File: config.mk
export PLATFORM = sky130hd
export DESIGN_NAME = secure_mode_guard
export DESIGN_NICKNAME = d
export VERILOG_FILES = /design/src/rtl/smg_pkg.sv /design/src/rtl/smg_datapath.sv /design/src/rtl/smg_ctrl.sv /design/src/rtl/secure_mode_guard.sv
export SDC_FILE = /design/constraint.sdc
export NUM_CORES = 1
export LEC_CHECK = 0
export BUFFER_PORTS_ARGS = -buffer_cell sky130_fd_sc_hd__buf_2
export CAP_MARGIN = 30
export CELL_PAD_IN_SITES_DETAIL_PLACEMENT = 2
export CELL_PAD_IN_SITES_GLOBAL_PLACEMENT = 2
export CORE_MARGIN = 10
export CORE_UTILIZATION = 33
export DETAILED_ROUTE_END_ITERATION = 8
export PLACE_DENSITY = 0.81
export SLEW_MARGIN = 40
export SYNTH_ARGS = -nofsm -noshare
export SYNTH_HDL_FRONTEND = slang
export SYNTH_HIERARCHICAL = 1
export SYNTH_SLANG_ARGS = --single-unit
File: constraint.sdc
create_clock -name clk -period 2.3 [get_ports clk]
set_input_delay 0.46 -clock clk [delete_from_list [all_inputs] [get_ports clk]]
set_output_delay 0.46 -clock clk [all_outputs]
set_load 0.02 [all_outputs]
File: src/rtl/smg_pkg.sv
`timescale 1ns/1ps
package smg_pkg;

  typedef enum logic [1:0] {
    MODE_INIT   = 2'd0,
    MODE_NORMAL = 2'd1,
    MODE_FLASH  = 2'd2,
    MODE_RESET  = 2'd3
  } mode_e;

  localparam logic [2:0] OP_REQ   = 3'd1;
  localparam logic [2:0] OP_RESP  = 3'd2;
  localparam logic [2:0] OP_CFG   = 3'd3;
  localparam logic [2:0] OP_LEAVE = 3'd4;
  localparam logic [2:0] OP_ERRRD = 3'd5;

  // strobes from control to datapath
  typedef struct packed {
    logic capCode;
    logic cfgWr;
    logic showErr;
  } dp_strobe_t;

endpackage

File: src/rtl/smg_datapath.sv
`timescale 1ns/1ps
module smg_datapath
  import smg_pkg::*;
#(
  parameter int          DATA_W  = 8,
  parameter logic [DATA_W-1:0] TAPS    = 8'hB8,
  parameter logic [DATA_W-1:0] SEED    = 8'h01,
  parameter logic [DATA_W-1:0] CFG_RST = '0
) (
  input  logic              clk,
  input  logic              rstN,
  input  dp_strobe_t        strb,
  input  logic [DATA_W-1:0] cmdData,
  input  logic              errIn,
  output logic              codeMatch,
  output logic [DATA_W-1:0] codeQ,
  output logic [DATA_W-1:0] rdDataQ,
  output logic [DATA_W-1:0] cfgQ
);

  localparam int PAD_W = DATA_W - 1;

  logic [DATA_W-1:0] lfsrQ;
  logic [DATA_W-1:0] lfsrNext;
  logic [DATA_W-1:0] freshCode;
  logic              feedBack;

  // free-running Fibonacci LFSR, never zero
  assign feedBack = ^(lfsrQ & TAPS);
  assign lfsrNext = {lfsrQ[DATA_W-2:0], feedBack};

  always_ff @(posedge clk or negedge rstN) begin
    if (!rstN) lfsrQ <= SEED;
    else       lfsrQ <= lfsrNext;
  end

  // avoid handing out the same code twice in a row
  assign freshCode = (lfsrQ == codeQ) ? lfsrNext : lfsrQ;
  assign codeMatch = (cmdData == ~codeQ);

  always_ff @(posedge clk or negedge rstN) begin
    if (!rstN) begin
      codeQ   <= '0;
      rdDataQ <= '0;
    end else if (strb.capCode) begin
      codeQ   <= freshCode;
      rdDataQ <= freshCode;
    end else if (strb.showErr) begin
      rdDataQ <= {{PAD_W{1'b0}}, errIn};
    end
  end

  always_ff @(posedge clk or negedge rstN) begin
    if (!rstN)           cfgQ <= CFG_RST;
    else if (strb.cfgWr) cfgQ <= cmdData;
  end

endmodule

File: src/rtl/smg_ctrl.sv
`timescale 1ns/1ps
module smg_ctrl
  import smg_pkg::*;
(
  input  logic       clk,
  input  logic       rstN,
  input  logic       cmdValid,
  input  logic [2:0] cmdOp,
  input  logic [1:0] cmdTgt,
  input  logic       pwrFail,
  input  logic       codeMatch,
  output mode_e      modeQ,
  output logic       errQ,
  output logic       cfgLocked,
  output dp_strobe_t strb
);

  logic  armedQ;
  logic  secInitQ;
  logic  isReq, isResp, isCfg, isLeave, isErrRd;
  logic  respOk;
  mode_e modeNext;

  assign isReq   = cmdValid && (cmdOp == OP_REQ);
  assign isResp  = cmdValid && (cmdOp == OP_RESP);
  assign isCfg   = cmdValid && (cmdOp == OP_CFG);
  assign isLeave = cmdValid && (cmdOp == OP_LEAVE);
  assign isErrRd = cmdValid && (cmdOp == OP_ERRRD);

  assign respOk = isResp && armedQ && (modeQ == MODE_NORMAL) &&
                  (cmdTgt != MODE_NORMAL) && codeMatch;

  assign cfgLocked = !((modeQ == MODE_INIT) && (pwrFail || secInitQ));

  assign strb.capCode = isReq;
  assign strb.cfgWr   = isCfg && !cfgLocked;
  assign strb.showErr = isErrRd;

  always_comb begin
    modeNext = modeQ;
    if (respOk)
      modeNext = mode_e'(cmdTgt);
    else if (isLeave && (modeQ != MODE_NORMAL))
      modeNext = MODE_NORMAL;
  end

  always_ff @(posedge clk or negedge rstN) begin
    if (!rstN) begin
      modeQ    <= MODE_INIT;
      armedQ   <= 1'b0;
      errQ     <= 1'b0;
      secInitQ <= 1'b0;
    end else begin
      modeQ <= modeNext;
      if (cmdValid) armedQ <= isReq;
      if (isResp && !respOk) errQ <= 1'b1;
      else if (isErrRd)      errQ <= 1'b0;
      if (respOk && (cmdTgt == MODE_INIT))        secInitQ <= 1'b1;
      else if (isLeave && (modeQ == MODE_INIT))   secInitQ <= 1'b0;
    end
  end

endmodule

File: src/rtl/secure_mode_guard.sv
`timescale 1ns/1ps
module secure_mode_guard
  import smg_pkg::*;
#(
  parameter int DATA_W = 8,
  parameter logic [DATA_W-1:0] TAPS    = 8'hB8,
  parameter logic [DATA_W-1:0] SEED    = 8'h01,
  parameter logic [DATA_W-1:0] CFG_RST = '0
) (
  input  logic              clk,
  input  logic              rstN,
  input  logic              cmdValid,
  input  logic [2:0]        cmdOp,
  input  logic [1:0]        cmdTgt,
  input  logic [DATA_W-1:0] cmdData,
  input  logic              pwrFail,
  output logic [1:0]        curMode,
  output logic [DATA_W-1:0] challenge,
  output logic [DATA_W-1:0] rdData,
  output logic              errFlag,
  output logic              cfgLocked,
  output logic [DATA_W-1:0] cfgValue
);

  dp_strobe_t strb;
  mode_e      modeQ;
  logic       codeMatch;

  smg_ctrl ctrl_i (
    .clk       (clk),
    .rstN      (rstN),
    .cmdValid  (cmdValid),
    .cmdOp     (cmdOp),
    .cmdTgt    (cmdTgt),
    .pwrFail   (pwrFail),
    .codeMatch (codeMatch),
    .modeQ     (modeQ),
    .errQ      (errFlag),
    .cfgLocked (cfgLocked),
    .strb      (strb)
  );

  smg_datapath #(
    .DATA_W  (DATA_W),
    .TAPS    (TAPS),
    .SEED    (SEED),
    .CFG_RST (CFG_RST)
  ) dp_i (
    .clk       (clk),
    .rstN      (rstN),
    .strb      (strb),
    .cmdData   (cmdData),
    .errIn     (errFlag),
    .codeMatch (codeMatch),
    .codeQ     (challenge),
    .rdDataQ   (rdData),
    .cfgQ      (cfgValue)
  );

  assign curMode = modeQ;

endmodule

==> flow_results.org, run 1 <==
** Die
- The floorplan step defined a core boundary enclosing approximately 5100 um2.
- Die span in y :: 92.8 um
- Placement row count :: 26
- The die is around 93 um wide.
- 45 I/O pins were placed.
- The die covers between 8000 and 9000 um2.
- The initial utilization of the core area, before any placement, comes to 34.1%.

** Worst hold path
- The worst hold path belongs to the class primary input to async pin.

** Timing
- Setup total negative slack on the finished layout was measured at 0 ns.
- Max Clock Skew :: approximately 0.014 ns
- The worst path uses between 80% and 90% of the clock period.
- Final Hold Violating Endpoints :: 0
- Setup violations remaining at the end of the flow were counted as 0.
- For the pin with the worst max-slew slack, the measured transition is roughly 0.68 ns.
- The worst path needs about 1.9 ns of the cycle, external delays included.
- Static timing analysis puts the maximum clock frequency at roughly 0.54 GHz.
- Worst rel slew slack :: 54.5%
- Setup repair after global routing left no endpoint under its margin.
- The max-slew violation total from the final report was 0.

** Placed design
- Post-DP Area :: about 2000 um2
- During placement, the flow inserted port buffers numbering 44.
- Summed over all nets, the half-perimeter wirelength after detailed placement is ~4100 um.
- Placed instance count :: 260
- At the end of routability-driven placement, the weighted congestion stood at between 0.7 and 0.8.

** Logic synthesis
- Summing the sequential cell areas from Yosys gives about 53% of the chip area.
- Post-synthesis compound-gate area fraction :: 8.58%
- Gate count after technology mapping :: around 150
- Dominant combinational cell family by area after synthesis :: simple AND/OR/NAND/NOR gates
- The synthesized netlist devotes around 20% of its cell area to simple gates.
- Yosys warns :: 6
- Synthesis inferred 37 register bits.
- In this run, distinct cell masters in the synthesized netlist total 31.
- Post-synth net total :: between 150 and 200
- Multiplexer cells account for around 5.7% of the synthesized area.
- The cell area that synthesis handed to floorplanning was ~1800 um2.
- Xor and xnor fraction of the mapped netlist area :: about a tenth
- Adder and majority cell fraction of the synthesized area :: 0%
- A synthesized cell averages between 10 and 15 um2.

** Clock tree
- In this run, post-CTS hold repair placed 0 buffers.
- For this design, the sink count on the clock tree is 37.
- In this run the deepest clock path goes through 2 buffers.
- Clock Root Buffer :: clkbuf_8
- TritonCTS built the clock tree.
- In this run, CTS created clock tree buffers numbering 5.
- Post-CTS repair changed the size of 0 cells.
- The clock tree synthesis step divided the H-tree into 2 levels.
- Clk Latency, worst-skew pair :: about 0.30 ns
- Clock-pin slew was measured on the worst setup and hold paths at around 0.080 ns.
- In this run the post-CTS setup repair buffer count came out at 0.

** Run status
- Outcome :: finished, final reports clean

** Drt
- The first detailed-routing pass took 4 iterations.
- The first routing iteration left 36 violations.
- Drt drc :: 0
- Post-route antenna net violation count :: 0
- Vias/cell :: roughly 5.1
- Across all layers, the routed design uses between 1000 and 1500 vias.
- After detailed routing, the total wire length is 5350 um.
- In the final routed layout, each cell accounts on average for roughly 20 um.

** Cells and area
- The multi-input combinational cells in the finished layout cover a total of between 700 and 800 um2.
- The filler cells instantiated in the layout total 582.
- With fillers left out, the area of the finished cells amounts to between 2000 and 2500 um2.
- Share of the core filled with cells in the final layout :: about 41%
- Final instance count without filler cells :: about 270
- After the last flow step, the layout net total stands at between 200 and 250.
- Registers take 927 um2.
- Compared with the post-synthesis result, the final layout area differs by 20.8%.
- Diode insertion count for antenna repair :: 0
- Fraction of final layout cells with drive strength greater than 1 :: 35.4%

** Power and ir drop
- In this run the static leakage power is roughly 0.0011 uW.
- Worst vdd rail ir drop :: roughly 0.33 mV
- Total power consumption of the routed design :: ~1300 uW
- Total power divided by cell area :: approximately 630 nW/um2

** Setup path
- The slowest stage of the critical path belongs to the cell a2111o_1.
- STA puts the critical path data arrival time at between 2 and 2.5 ns.
- Peak per-stage delay on the critical path :: between 0.4 and 0.5 ns
- The critical path in this run is classified as flop to flop.
- STA puts the critical path data required time at ~2.5 ns.
- Worst setup SP type :: flop
- Traced cell by cell, the critical path runs through xor2_1, nand4_1, nor2_1, nand2_1, a2111o_1, o31a_1.
- Type of destination of the critical path :: flop
- Along the worst path, the maximum fanout reaches 4.

** Flow run
- Max-cap violations in this run came to 0.

** Global routing
- Pin count of the biggest net entering global routing :: 38
- Number of global-route vias before repair :: between 1500 and 2000
- Summed over all layers, the global routing overflow is 0.
- Global routing used around an eighth of the available tracks across all layers.
- The first global-routing pass estimated ~9000 um of wire.
- Number of antenna violations at the first check in global routing :: 0
-- area by class of cell --
cell class,count,share of cell area (%)
flip-flops and latches,37,43.8
multi-input cells,103,36.0
repair buffers,46,11.2
well taps,70,4.14
clock buffers,5,3.25
clock inverters,3,0.828
inverters,4,0.710
-- layout by cell type (no fill, tap or decap), drive strengths merged, types with 5 or more instances in the layout --
cell type  instances
nand2b             9
xor2               9
xnor2             10
nand3             16
nand4             12
buf               46
nand2             10
mux2               8
o211ai             9
clkbuf             5
dfrtp             36
-- power breakdown --
group / switching [uW] / leakage [uW] / internal [uW]
registers: 18.0 / 0.000499 / 684
logic: 111 / 0.000550 / 67.4
clock network: 247 / 0.0000439 / 209
total: 376 / 0.00109 / 960
-- cells by family after synthesis --
family,after synthesis
AOI/OAI and AO/OA,17
xor gates and xnor gates,19
buffers and inverters,12
DFF,37
muxes,9
and+or+nand+nor,58
-- through the flow --
step	hold WS (ns)	worst slack [ns]
after global placement	0.424	0.433
final	0.126	0.446
after floorplan	0.164	0.437
after global routing	0.156	0.272
after CTS	0.295	0.409
after detailed placement	0.427	0.304
-- cell usage after synthesis (all sizes together) --
master | instances | area, um2
a2111o | 1 | 11.3
a41o | 1 | 10.0
and4 | 2 | 17.5
and4b | 1 | 10.0
buf | 6 | 40.0
clkbuf | 2 | 7.51
dfrtp | 36 | 901
dfstp | 1 | 26.3
inv | 4 | 15.0
mux2 | 8 | 90.1
mux2i | 1 | 10.0
nand2 | 10 | 37.5
nand2b | 9 | 56.3
nand3 | 16 | 85.1
nand4 | 12 | 93.8
nand4bb | 1 | 11.3
nor2 | 4 | 15.0
nor2b | 2 | 12.5
nor3 | 1 | 5.00
o211ai | 9 | 77.6
o21ai | 1 | 5.00
o22ai | 1 | 6.26
o31a | 1 | 8.76
o31ai | 2 | 15.0
o41ai | 1 | 16.3
xnor2 | 10 | 87.6
xor2 | 9 | 78.8
-- worst paths after layout --
path | from | end | depth (start not counted) | slack (ns)
setup / recovery | dp_i/codeQ[5]$_DFFE_PN0P_ | ctrl_i/modeQ[0]$_DFFE_PN0P_ | 6 | 0.45
hold / removal | rstN | dp_i/lfsrQ[4]$_DFF_PN0_ | 1 | 0.13
setup reg to reg | dp_i/codeQ[5]$_DFFE_PN0P_ | ctrl_i/modeQ[0]$_DFFE_PN0P_ | 6 | 0.45
hold reg to reg | dp_i/lfsrQ[0]$_DFF_PN1_ | dp_i/lfsrQ[1]$_DFF_PN0_ | 0 | 0.45
max in group asynchronous | rstN | dp_i/lfsrQ[0]$_DFF_PN1_ | 1 | 1.82
min in group clk | cmdTgt[1] | ctrl_i/secInitQ$_DFFE_PN0P_ | 2 | 0.37
-- state kept, by name, summed over array words and instances, names as in the netlist --
signal and count:
ctrl_i/armedQ 1, dp_i/cfgQ 8, dp_i/lfsrQ 8, ctrl_i/modeQ 2
ctrl_i/errQ 1, dp_i/rdDataQ 8, ctrl_i/secInitQ 1, dp_i/codeQ 8
-- worst max-delay path, delay by kind of cell (launching register included) --
family / cells / cell delay (ns)
AOI/OAI and AO/OA: 2 / 0.76
xor gates and xnor gates: 1 / 0.21
DFF: 1 / 0.44
and+or+nand+nor: 3 / 0.32
-- metal layers --
layer | up-vias | global-route usage, % | routed length, um
met2 | 31 | 22.5 | 2730
met4 | 0 | 4.63 | 80
met5 | - | 0 | 0
li1 | 638 | - | -
met3 | 7 | 3.55 | 270
met1 | 698 | 15.1 | 2270
Note: power is estimated with default switching activity, not from simulation.
==> run 2, diff against run 1 <==
==> constraint.sdc (replaced) <==
create_clock -name clk -period 1.8 [get_ports clk]
set_input_delay 0.36 -clock clk [delete_from_list [all_inputs] [get_ports clk]]
set_output_delay 0.36 -clock clk [all_outputs]
set_load 0.02 [all_outputs]
==> run 2 against run 1 <==
Compared with the run above:
- critical path depth unchanged
- clock skew decreased by 0.0081 ns
- final cell count increased by 3.4%
- power increased by 26%
- count of clock-buffer cells in the layout increased by 3
==> flow_results.org, run 2 (synthesis gave the netlist of run 1 again) <==
** Run status
- The flow ran to the end, and the final reports show no timing, DRC or antenna violations.

** Cells and area
- At the end of the flow the core is filled with cells to roughly 43%.
- Footprint of the flip-flops and latches :: just over 900 um2
- The library cell used most frequently in the layout, excluding fill and tap cells, is buf_2.
- Diode insertion count for antenna repair :: 0
- Syn-to-layout area delta :: 25.2%
- Of the cells placed in the final design, the portion with a size suffix greater than 1 is between 30% and 40%.
- The final layout contains between 200 and 250 nets.
- Summing all multi-input logic gate instances after layout gives 778 um2.
- The filler cells instantiated in the layout total around 560.
- Most frequent cells in the layout :: buf_2, dfrtp_1, nand3_1
- The finished cells cover 2190 um2.

** Clock tree
- TritonCTS built the clock tree.
- Gates resized during post-CTS repair numbered 0.
- In this run the post-CTS setup repair buffer count came out at 0.
- After clock tree synthesis, the flow added hold-fix buffers numbering 0.
- CTS clock-pin slew for the worst setup and hold paths :: roughly 0.07 ns
- The cell sitting at the root of the clock tree is a clkbuf_8.
- Counting every sink on the clock net gives 37.
- In this run the deepest clock path goes through 2 buffers.
- H-tree Lvls :: 2
- TritonCTS created 5 clock buffers.
- At the later pin of the worst-skew pair, clock insertion delay measures 0.29 ns.

** Setup path
- Endpoint of the worst register-to-register path :: ctrl_i/modeQ[0]$_DFFE_PN0P_
- The critical path ends at ctrl_i/modeQ[0]$_DFFE_PN0P_.
- On the critical path, the stage with the largest delay is an instance of dfrtp_1.
- Start point of the critical path :: dp_i/codeQ[4]$_DFFE_PN0P_
- Worst R2R Start :: dp_i/codeQ[4]$_DFFE_PN0P_
- The critical path is of the flop to flop type.
- For this run, the slowest stage of the critical path takes roughly 0.43 ns.
- For the worst flop-to-flop path, the logic depth is 6.
- Among cell families on the critical path, the largest total delay comes from compound AO/OA/AOI/OAI gates.
- Peak fanout along the critical path :: 4
- Arrival @ worst endpoint :: 1.86 ns
- The worst setup path is launched from a flop.
- STA classifies the critical path endpoint as a flop.
- Data required, critical path :: roughly 2 ns
- Counting both buffers and inverters, the worst setup path holds a total of 0.
- CP cell instances :: xor2_1, nand4_1, nor2_1, nand2_1, a2111o_1, o31a_1
- Setup slack on the worst reg-to-reg path comes out at around 0.11 ns.
- CP Depth :: 6

** Die
- The core region is about 5100 um2.
- In this run the vertical extent of the chip is 92.8 um.
- The initial utilization of the core area, before any placement, comes to between 30% and 40%.
- Pin placement for this block handled 45 I/O pins.
- Placement row count :: 26
- The die covers ~8600 um2.
- In this run the horizontal extent of the chip is a little over 90 um.

** Timing
- Worst rel slew slack :: 53.7%
- In the finished design, the share of the clock period the worst path needs comes to 93.7%.
- After layout, the minimum clock period comes to 1.69 ns.
- Final setup fails :: 0
- Smallest hold slack :: approximately 0.11 ns
- Max-slew violation count :: 0
- Across the routed clock network, the largest skew measured is roughly 0.0060 ns.
- Based on the critical path, the design can be clocked at up to a little under 0.6 GHz.
- Total Neg Setup Slack :: 0 ns
- Tightest Pin Transition :: just under 0.7 ns
- The number of hold violations in the final report was 0.

** Drt
- Routed wire per std cell :: 18.9 um
- Drt drc :: 0
- The first detailed-routing pass ran for 4 iterations.
- The routed design has roughly 5200 um of wire.
- Dividing the detail-routed via count by the number of cells gives 5.08.
- The first routing iteration left 42 violations.
- In this run the remaining antenna-violating nets after routing total 0.
- Detailed routing inserted a total of about 1400 vias.

** Flow run
- Number of max-cap violations :: 0

** Power and ir drop
- Total power divided by cell area :: just under 800 nW/um2
- IR analysis of the VDD net gives a maximum drop of 0.351 mV.
- Static Leak :: roughly 0.0011 uW

** Global routing
- Pin count of the biggest net entering global routing :: 38
- The via count of the first global-routing pass was between 1500 and 2000.
- The first global-routing pass estimated around 8700 um of wire.
- Number of antenna violations at the first check in global routing :: 0
- The total overflow left after global routing is 0.
- GRT Resource Usage Total :: approximately an eighth

** Worst hold path
- Hold Path Class :: primary input to async pin

** Placed design
- Port Buffer Count :: 44
- The HPWL after detailed placement is about 4000 um.
- Routability-driven placement finished with a final weighted congestion of ~0.8.
- In this run the cell area measured after placement is approximately 2100 um2.
[run 2: worst min path at each step]
stage / start / end / slack, ns / depth (start not counted)
5_1_grt: rstN / dp_i/codeQ[1]$_DFFE_PN0P_ / 0.15 / 2
3_3_place_gp: dp_i/lfsrQ[0]$_DFF_PN1_ / dp_i/lfsrQ[1]$_DFF_PN0_ / 0.42 / 0
3_5_place_dp: dp_i/lfsrQ[0]$_DFF_PN1_ / dp_i/lfsrQ[1]$_DFF_PN0_ / 0.43 / 0
6_report: rstN / dp_i/cfgQ[7]$_DFFE_PN0P_ / 0.11 / 2
4_1_cts: rstN / dp_i/cfgQ[6]$_DFFE_PN0P_ / 0.13 / 2
2_1_floorplan: rstN / ctrl_i/armedQ$_DFFE_PN0P_ / 0.06 / 0
[run 2: metal layers]
layer / global-route usage, % / part of all wire [%]
met5: 0 / 0
met4: 3.08 / 1.1
met3: 3.71 / 3.8
met2: 21.3 / 50
met1: 15.3 / 45
[run 2: cell type report]
cell class / count / area share [%]
multi-input cells: 103 / 35.5
well taps: 70 / 4.00
clock buffers: 8 / 3.66
flip-flops and latches: 37 / 42.3
repair buffers: 55 / 13.8
inverters: 4 / 0.685
[run 2: per-stage QoR]
step / cells / power (uW) / setup WS [ns]
after floorplan: 152 / 1030 / 0.0418
after global placement: 269 / 1130 / 0.0279
after detailed placement: 269 / 1150 / -0.0162
after CTS: 277 / 1710 / 0.00584
after global routing: 277 / 1770 / -0.0172
final: 277 / 1690 / 0.113
[run 2: power by group]
| part | total, uW | switching, uW | internal (uW) |
|---|---|---|---|
| sequential | 896 | 22.5 | 874 |
| combinational | 224 | 138 | 86.7 |
| clock | 565 | 289 | 275 |
| total | 1690 | 450 | 1240 |
==> run 3, diff against run 2 <==
--- a/config.mk
+++ b/config.mk
@@ -12,7 +12,7 @@
 export CORE_MARGIN = 10
 export CORE_UTILIZATION = 33
 export DETAILED_ROUTE_END_ITERATION = 8
-export PLACE_DENSITY = 0.81
+export PLACE_DENSITY_LB_ADDON = 0.15
 export SLEW_MARGIN = 40
 export SYNTH_ARGS = -nofsm -noshare
 export SYNTH_HDL_FRONTEND = slang
==> run 3 against run 2 <==
Compared with the run above:
- largest cell class unchanged
- design area increased by 1.7%
- critical path type unchanged
- critical path depth unchanged
- count of clock-buffer cells in the layout decreased by 1
- sequential power about the same
- sequential share of layout area decreased by 0.71 points
- final cell count decreased by 0.36%
- flip-flop and latch count unchanged
- via count increased by 1.3%
- clock skew decreased by 0.0031 ns
- register-to-register slack got worse by 0.04 ns
- first-iteration DRC count increased by 100%
==> flow_results.org, run 3 (synthesis gave the netlist of run 1 again) <==
** Clock tree
- CTS sink cnt :: 37
- Buffers inserted during clock tree synthesis total 5.
- CTS clock-pin slew for the worst setup and hold paths :: 0.07 ns
- Post-CTS Hold Buffers :: 0
- CTS built an H-tree with a depth of 2.
- Buffers from clock root to sink, at most :: 2
- The tree is rooted in a clkbuf_8.
- The later pin in the worst-skew pair is clocked with a latency of just under 0.3 ns.
- In this run the post-CTS setup repair buffer count came out at 0.
- TritonCTS clock tree :: built

** Setup path
- Of all nets on the critical path, the largest fanout is 4.
- Number of cells on the worst reg-to-reg path :: 6
- The endpoint identified for the worst register-to-register timing path is ctrl_i/secInitQ$_DFFE_PN0P_.
- Kind of critical path :: flop to flop
- Across all register-to-register paths, the minimum setup slack is ~0.072 ns.
- STA classifies the critical path endpoint as a flop.
- STA puts the critical path data arrival time at 1.91 ns.
- STA puts the critical path data required time at about 2 ns.
- Worst setup SP type :: flop
- The worst register-to-register path begins at dp_i/codeQ[4]$_DFFE_PN0P_.

** Timing
- The worst pin sits at a relative slew slack of a little under three fifths.
- Dividing the final minimum period by the clock period gives between 90% and 100%.
- Final setup fails :: 0
- Min cycle time layout :: between 1.5 and 2 ns
- The number of hold violations in the final report came to 0.
- Tightest Pin Transition :: roughly 0.64 ns
- Adding up every negative setup slack in the final design gives 0 ns.
- For the final database, setup skew stands at around 0.0029 ns.
- Setup repair after global routing missed its margin :: yes
- The max-slew violation total from the final report was 0.
- Max Clk Rate :: 0.579 GHz
- Once routing completed, OpenROAD measured the worst setup slack at ~0.07 ns.

** Drt
- Summed over all nets, wire length on met2 after detailed routing comes to 2800 um.
- In the final routing, the length of wire on met1 measures around 2200 um.
- Drt initial violations :: 86
- In this run the top signal layer used is met4.
- Routed wire per std cell :: approximately 19 um
- The routed design has between 5000 and 6000 um of wire.
- Vias/cell :: roughly 5.2
- Post-route antenna net violation count :: 0
- In the detailed route, the total length drawn on met3 is about 250 um.
- The routed layout has 1427 vias.
- Pre-antenna DRT Iters :: 4
- Drt drc :: 0

** Global routing
- The first global-routing pass estimated between 8000 and 9000 um of wire.
- The total overflow left after global routing is 0.
- Number of antenna violations at the first check in global routing :: 0
- Pin count of the biggest net entering global routing :: 26
- Global routing used 12.9% of the available tracks.
- Number of global-route vias before repair :: 1644

** Power and ir drop
- Total power consumption of the routed design :: 1720 uW
- Static Leak :: roughly 0.0012 uW
- Across the VDD grid, the largest voltage drop is roughly 0.32 mV.
- Cell internal power was estimated by the tool at between 1000 and 1500 uW.
- For this design the total switching power over the nets is 452 uW.
- Part of the power in registers :: between 50% and 60%
- Of the total power, the share spent switching nets is roughly a quarter.
- Total power divided by cell area :: 772 nW/um2
- Combinational logic is responsible for 13.2% of the overall power.
- Clock network fraction of total power :: roughly a third

** Die
- For this configuration, the core starts out at a cell density of 34.1%.
- The initialized floorplan defines 26 standard-cell rows.
- Die Width :: 92.8 um
- Die Area :: 8620 um2
- In this run the standard cell core region covers 5140 um2.
- Die span in y :: just over 90 um
- I/O pin total :: 45

** Cells and area
- Multi-input gate area :: roughly 800 um2
- Of the cells placed in the final design, the portion with a size suffix greater than 1 is between 30% and 40%.
- Final instance count without filler cells :: approximately 280
- Syn-to-layout area delta :: 27.3%
- The filler cells instantiated in the layout total 576.
- Most frequent cells in the layout :: buf_2, dfrtp_1, nand3_1
- Commonest non-fill, non-tap cell in the layout :: buf_2
- The repair_antennas step left the layout with diodes totalling 0.
- Footprint of the flip-flops and latches :: 927 um2
- In the final design database the tool counted around 220 nets.

** Worst hold path
- In this run the worst hold path is classified as primary input to async pin.

** Placed design
- At the end of routability-driven placement, the weighted congestion stood at 0.763.
- HPWL after DPL :: about 4000 um
- Port Buffer Count :: 44
- OpenSTA, run right after detailed placement, puts the worst setup slack at -0.0770 ns.
- Including well taps, the total number of placed cells is about 270.

** Run status
- The run finished with clean final reports.

** Flow run
- Across the run, the number of max-cap violations was 0.
run 3: critical path, cell delays in order, from the launching register on:
cell,delay [ns]
dfrtp_1,0.42
xor2_1,0.18
nand4_1,0.13
nor2_1,0.13
nand2_1,0.06
a2111o_1,0.37
o41ai_2,0.32
run 3: final cells by class:
class                      instances  share of cell area [%]
clock buffer                       7                    3.87
inverter                           4                   0.674
multi-input combinational        103                    35.8
sequential                        37                    41.6
tap                               70                    3.93
timing repair buffer              55                    14.1
run 3: routing by layer:
| layer | global-route usage, % | vias to the layer above |
|---|---|---|
| met1 | 14.5 | 734 |
| met2 | 22.6 | 31 |
| li1 | - | 654 |
| met5 | 0 | - |
| met3 | 3.71 | 8 |
| met4 | 4.24 | 0 |
run 3: power by group through the flow:
stage	sequential [uW]	clock (uW)	combinational, uW
3_3_place_gp	908	0	227
4_1_cts	897	620	235
3_5_place_dp	913	0	234
5_1_grt	902	664	250
2_1_floorplan	963	0	67.4
6_report	896	596	228
run 3: worst max-delay path by stage:
| stage | start | slack [ns] | to |
|---|---|---|---|
| final | dp_i/codeQ[4]$_DFFE_PN0P_ | 0.07 | ctrl_i/secInitQ$_DFFE_PN0P_ |
| after CTS | dp_i/codeQ[4]$_DFFE_PN0P_ | 0.06 | ctrl_i/secInitQ$_DFFE_PN0P_ |
| after global placement | cmdData[2] | 0.005 | ctrl_i/modeQ[0]$_DFFE_PN0P_ |
| after global routing | dp_i/codeQ[4]$_DFFE_PN0P_ | -0.02 | ctrl_i/secInitQ$_DFFE_PN0P_ |
| after floorplan | ctrl_i/modeQ[1]$_DFFE_PN0P_ | 0.04 | dp_i/cfgQ[0]$_DFFE_PN0P_ |
| after detailed placement | cmdData[2] | -0.08 | ctrl_i/secInitQ$_DFFE_PN0P_ |
run 3: per-stage QoR:
step	utilization [%]	hold WS (ns)	instance area, um2
floorplan	-	0.0644	1750
global placement	41.0	0.329	2110
detailed placement	41.0	0.336	2110
CTS	42.6	0.0202	2190
global route	43.4	0.0322	2230
finish	43.4	0.0114	2230
run 3: what timing repair did:
action,CTS,global route
cloned,0,0
gates resized for setup,0,7
pin swaps,1,0
endpoints found under the hold margin,0,0
endpoints found under the setup margin,2,16
